## src/rtl/irqgw_pkg.sv

```systemverilog
package irqgw_pkg;
  // Control field layout: bit 1 = edge sensing, bit 0 = active-low polarity
  typedef struct packed {
    logic edge_mode;
    logic active_low;
  } irqgw_cfg_t;

  localparam int unsigned CFG_W = $bits(irqgw_cfg_t);
endpackage

```

## src/rtl/irqgw_rst_sync.sv

```systemverilog
module irqgw_rst_sync #(
  parameter int unsigned STAGES = 2
) (
  input  logic clk,
  input  logic rst_n,
  output logic rst_sync_n
);
  logic [STAGES-1:0] sync_q;
  logic [STAGES-1:0] sync_d;

  always_comb begin
    sync_d = {sync_q[STAGES-2:0], 1'b1};
  end

  always_ff @(posedge clk or negedge rst_n) begin
    if (!rst_n) sync_q <= '0;
    else        sync_q <= sync_d;
  end

  assign rst_sync_n = sync_q[STAGES-1];
endmodule

```

## src/rtl/irqgw_cell.sv

```systemverilog
module irqgw_cell
  import irqgw_pkg::*;
(
  input  logic       clk,
  input  logic       rst_sn,
  input  logic       req,
  input  irqgw_cfg_t cfg,
  input  logic       clr,
  output logic       pend
);
  logic norm;
  logic hist_q, hist_d, hist_en;
  logic latch_q, latch_d, latch_en;
  logic rise;

  // Polarity correction precedes any detection
  always_comb begin
    norm     = req ^ cfg.active_low;
    rise     = norm & ~hist_q;
    hist_d   = norm;
    hist_en  = (hist_q != norm);
    // New edge wins over a simultaneous clear; level mode keeps latch empty
    latch_d  = cfg.edge_mode & (rise | (latch_q & ~clr));
    latch_en = (latch_d != latch_q);
  end

  always_ff @(posedge clk or negedge rst_sn) begin
    if (!rst_sn)      hist_q <= 1'b0;
    else if (hist_en) hist_q <= hist_d;
  end

  always_ff @(posedge clk or negedge rst_sn) begin
    if (!rst_sn)       latch_q <= 1'b0;
    else if (latch_en) latch_q <= latch_d;
  end

  assign pend = cfg.edge_mode ? latch_q : norm;
endmodule

```

## src/rtl/irqgw_bank.sv

```systemverilog
module irqgw_bank
  import irqgw_pkg::*;
#(
  parameter int unsigned LAST_SRC    = 31,
  parameter int unsigned SYNC_STAGES = 2
) (
  input  logic                      clk,
  input  logic                      rst_n,
  input  logic [LAST_SRC:1]         req_i,
  input  logic [CFG_W*LAST_SRC+1:2] ctrl_i,
  input  logic [LAST_SRC:1]         clr_i,
  output logic [LAST_SRC:1]         pend_o
);
  logic rst_sync_n;

  irqgw_rst_sync #(.STAGES(SYNC_STAGES)) u_rst (
    .clk        (clk),
    .rst_n      (rst_n),
    .rst_sync_n (rst_sync_n)
  );

  for (genvar s = 1; s <= LAST_SRC; s++) begin : g_src
    irqgw_cfg_t cfg_s;
    assign cfg_s = irqgw_cfg_t'(ctrl_i[CFG_W*s+1 -: CFG_W]);

    irqgw_cell u_cell (
      .clk    (clk),
      .rst_sn (rst_sync_n),
      .req    (req_i[s]),
      .cfg    (cfg_s),
      .clr    (clr_i[s]),
      .pend   (pend_o[s])
    );
  end
endmodule

```

## config.mk

```make
export PLATFORM = sky130hd
export DESIGN_NAME = irqgw_bank
export DESIGN_NICKNAME = d
export VERILOG_FILES = /design/src/rtl/irqgw_pkg.sv /design/src/rtl/irqgw_rst_sync.sv /design/src/rtl/irqgw_cell.sv /design/src/rtl/irqgw_bank.sv
export SDC_FILE = /design/constraint.sdc
export NUM_CORES = 1
export LEC_CHECK = 0
export BUFFER_PORTS_ARGS = -buffer_cell sky130_fd_sc_hd__clkbuf_2
export CAP_MARGIN = 20
export CORE_ASPECT_RATIO = 1.5
export CORE_MARGIN = 4
export CORE_UTILIZATION = 30
export CTS_CLUSTER_DIAMETER = 120
export DETAILED_ROUTE_END_ITERATION = 10
export GPL_ROUTABILITY_DRIVEN = 0
export MAX_ROUTING_LAYER = met4
export PLACE_DENSITY = 0.66
export SLEW_MARGIN = 20
export SYNTH_ARGS = -nofsm -noshare
export SYNTH_HDL_FRONTEND = slang
export SYNTH_SLANG_ARGS = --single-unit
```

## constraint.sdc

```tcl
create_clock -name clk -period 3.97 [get_ports clk]
set_input_delay 0.794 -clock clk [delete_from_list [all_inputs] [get_ports clk]]
set_output_delay 0.794 -clock clk [all_outputs]
set_load 0.02 [all_outputs]
```

==> reports/qor.csv <==
stage;metric;value;unit
drt;wire length per cell;11.2;µm
drt;top layer in use;met4;
placement;hpwl dp;5790;µm
drt;# DRC;0;
layout;area of the multi-input gates;0.00179;mm²
timing;Least-Margin Pin Slew;0.683;ns
timing;achievable frequency;427;MHz
clock_tree;Clock Sinks;64;
die;DIE HEIGHT;145;µm
timing;Fin. Hold Viols;0;
synthesis;Post-Syn Instances;313;
setup_path;delay of the slowest critical-path stage;0.27;ns
synthesis;Mapped Area;0.00374;mm²
layout;ANT cells;0;
timing;RSZ-0062 raised after global routing;no;
layout;layout cells sized above 1;0.519;
clock_tree;CTS Hold Buffers Added;0;
synthesis;Synth area leaders;dfrtp_1 (43%), mux2_2 (19%), ha_1 (10%);
die;core box area;0.0121;mm²
layout;number of fill cells;1207;
global_routing;GRT Util Overall;0.0992;
die;die area;0.0143;mm²
die;Initial Utilization;0.310;
die;I/O pins;157;
clock_tree;Root Buffer;clkbuf_16;
pwr;Power Total;2.58;mW
drt;Avg Vias per Cell;4.20;
layout;FF+latch area;0.00160;mm²
pwr;Net Sw Frac;0.292;
drt;drt pass-1 iters;4;
synthesis;Synth top cells by count;dfrtp_1 (64), mux2_2 (62);
timing;Post-Route Setup TNS;0;ns
setup_path;Most Frequent Cell on Critical Path;clkbuf_2;
drt;Vias;2555;
drt;WL final;6820;µm
setup_path;CP Max Fanout;3;
synthesis;Post-synth ARST share;1.00;
timing;Worst Skew;0.00613;ns
timing;Rel. slew slack;0.545;
hold_path;min-delay worst type;in2async;
setup_path;CP startpoint kind;input port;
drt;Initial DRC Count;22;
timing;count of final max-slew check failures;0;
setup_path;cells along the critical path;clkbuf_2 -> xor2_1 -> mux2_2 -> clkbuf_2;
synthesis;synth warn;0;
clock_tree;CTS buffer count;9;
pwr;clock power share;0.283;
drt;Final ANT Viol Nets;0;
drt;routed length on met1;2390;µm
setup_path;CP endpoint kind;output pin;
setup_path;WP data arrival;1.55;ns
global_routing;largest net degree at the start of global routing;33;
synthesis;count leader, synth;dfrtp_1;
pwr;Power Dens Cells;540;mW/mm²
pwr;sequential share of power;0.381;
synthesis;Syn Nets;470;
synthesis;cell taking the most area after synthesis;dfrtp_1;
global_routing;global-route wire length before repair;11000;µm
pwr;Gate power share;0.336;
pwr;P_sw;0.754;mW
setup_path;Slowest-stage cell, CP;xor2_1;
clock_tree;Resized Gates After CTS;0;
synthesis;Post-synth EDFFs;0;
synthesis;post-synth top area share;0.428;
timing;Tcrit/Tclk final;0.590;
pwr;leakage;2.53;nW
timing;final setup fails;0;
die;Die W;99.2;µm
setup_path;Worst Path Required;3.18;ns
pwr;Pint;1.82;mW
clock_tree;CTS tree;done;
clock_tree;Clock Path Buffers;2;
job;maxcap violations;0;
clock_tree;Setup Buffers After CTS;0;
global_routing;number of global-route vias before repair;2648;
synthesis;FF+latch count, synth;64;
synthesis;Synth cell types;9;
setup_path;kind of critical path;in2out;
global_routing;initial antenna violation count;0;
pwr;VDD IR-drop max;0.206;mV
timing;min Tclk post-route;2.34;ns
drt;routed wl met3;496;µm
placement;count of buffers from port buffering;156;
outcome;outcome;finished, final reports clean;
global_routing;GRT Residual Overflow;0;
drt;Routed met2 length;3810;µm
synthesis;synthesized area per cell;11.9;µm²
clock_tree;clock transition at the registers of the reported paths;0.05;ns
clock_tree;worst-skew pair later-pin latency;0.32;ns
die;Rows;49;
clock_tree;H-tree Lvls;3;
synthesis;sequential area share after synthesis;0.428;
layout;Nets;607;
layout;Layout area overhead;27.6;%
synthesis;predominant post-synthesis flop cell;dfrtp_1;
through the flow:
| stage | hold slack [ns] | worst slack, ns | cells | utilization | instance area [µm²] |
|---|---|---|---|---|---|
| 2_1_floorplan | 0.331 | 1.82 | 313 | - | 3740 |
| 5_1_grt | 0.232 | 1.54 | 608 | 0.395 | 4770 |
| 6_report | 0.249 | 1.63 | 608 | 0.395 | 4770 |
| 3_3_place_gp | 0.336 | 1.60 | 592 | 0.371 | 4490 |
| 4_1_cts | 0.231 | 1.60 | 608 | 0.395 | 4770 |
| 3_5_place_dp | 0.342 | 1.60 | 592 | 0.371 | 4490 |
worst max-delay path: cells and delay by family:
kind                      cells  cell delay, ns
buffers and inverters         2            0.25
xor gates and xnor gates      1            0.27
muxes                         1            0.23
final timing paths:
kind,start,endpoint,slack [ns],cells after the start
hold / removal,rst_n,u_rst.sync_q[0]$_DFF_PN0_,0.25,1
min in group clk,u_rst.sync_q[0]$_DFF_PN0_,u_rst.sync_q[1]$_DFF_PN0_,0.35,0
setup reg to reg,u_rst.sync_q[1]$_DFF_PN0_,g_src[4].u_cell.latch_q$_DFFE_PN0P_,2.78,1
setup / recovery,ctrl_i[20],pend_o[10],1.63,4
hold reg to reg,u_rst.sync_q[1]$_DFF_PN0_,g_src[8].u_cell.latch_q$_DFFE_PN0P_,0.30,0
max in group asynchronous,u_rst.sync_q[1]$_DFF_PN0_,g_src[4].u_cell.latch_q$_DFFE_PN0P_,2.78,1
per-layer routing:
layer  GRT usage  vias to the layer above
met4      0.0540                        0
li1            -                     1281
met2       0.176                       90
met5           -                        -
met3      0.0245                        6
met1      0.0999                     1178
registers in the layout, indices dropped and copies added (netlist names):
register	cells
g_src.u_cell.hist_q	31
g_src.u_cell.latch_q	31
u_rst.sync_q	2
power by group through the flow:
| stage | clock [mW] | combinational [mW] | sequential (mW) |
|---|---|---|---|
| finish | 0.729 | 0.866 | 0.981 |
| global route | 0.794 | 0.981 | 1.01 |
| detailed placement | 0 | 0.885 | 0.997 |
| CTS | 0.766 | 0.889 | 0.986 |
| floorplan | 0 | 0.745 | 0.969 |
| global placement | 0 | 0.844 | 0.982 |
cell families after synthesis:
family,share of synthesized area
other,0.00100
xor gates and xnor gates,0.0726
buffers and inverters,0.0934
adders and majority gates,0.104
DFF,0.428
muxes,0.187
and+or+nand+nor,0.0519
AOI/OAI and AO/OA,0.0622
layout make-up:
class | count | area share
multi-input cells | 187 | 0.375
flip-flops and latches | 64 | 0.336
repair buffers | 157 | 0.165
clock buffers | 10 | 0.0501
well taps | 153 | 0.0401
inverters | 31 | 0.0244
clock inverters | 6 | 0.00918
cells in the final DEF, fill, tap and decap left out:
cell type	n
dfrtp_1	63
clkinvlp_4	4
xor2_1	31
mux2_2	62
ha_1	31
nor2b_1	31
dfrtp_2	1
inv_6	1
clkbuf_8	1
clkinv_2	1
inv_1	31
clkbuf_16	9
clkbuf_2	156
conb_1	1
buf_4	1
o21a_1	31
Power figures use the tool's default switching activity.
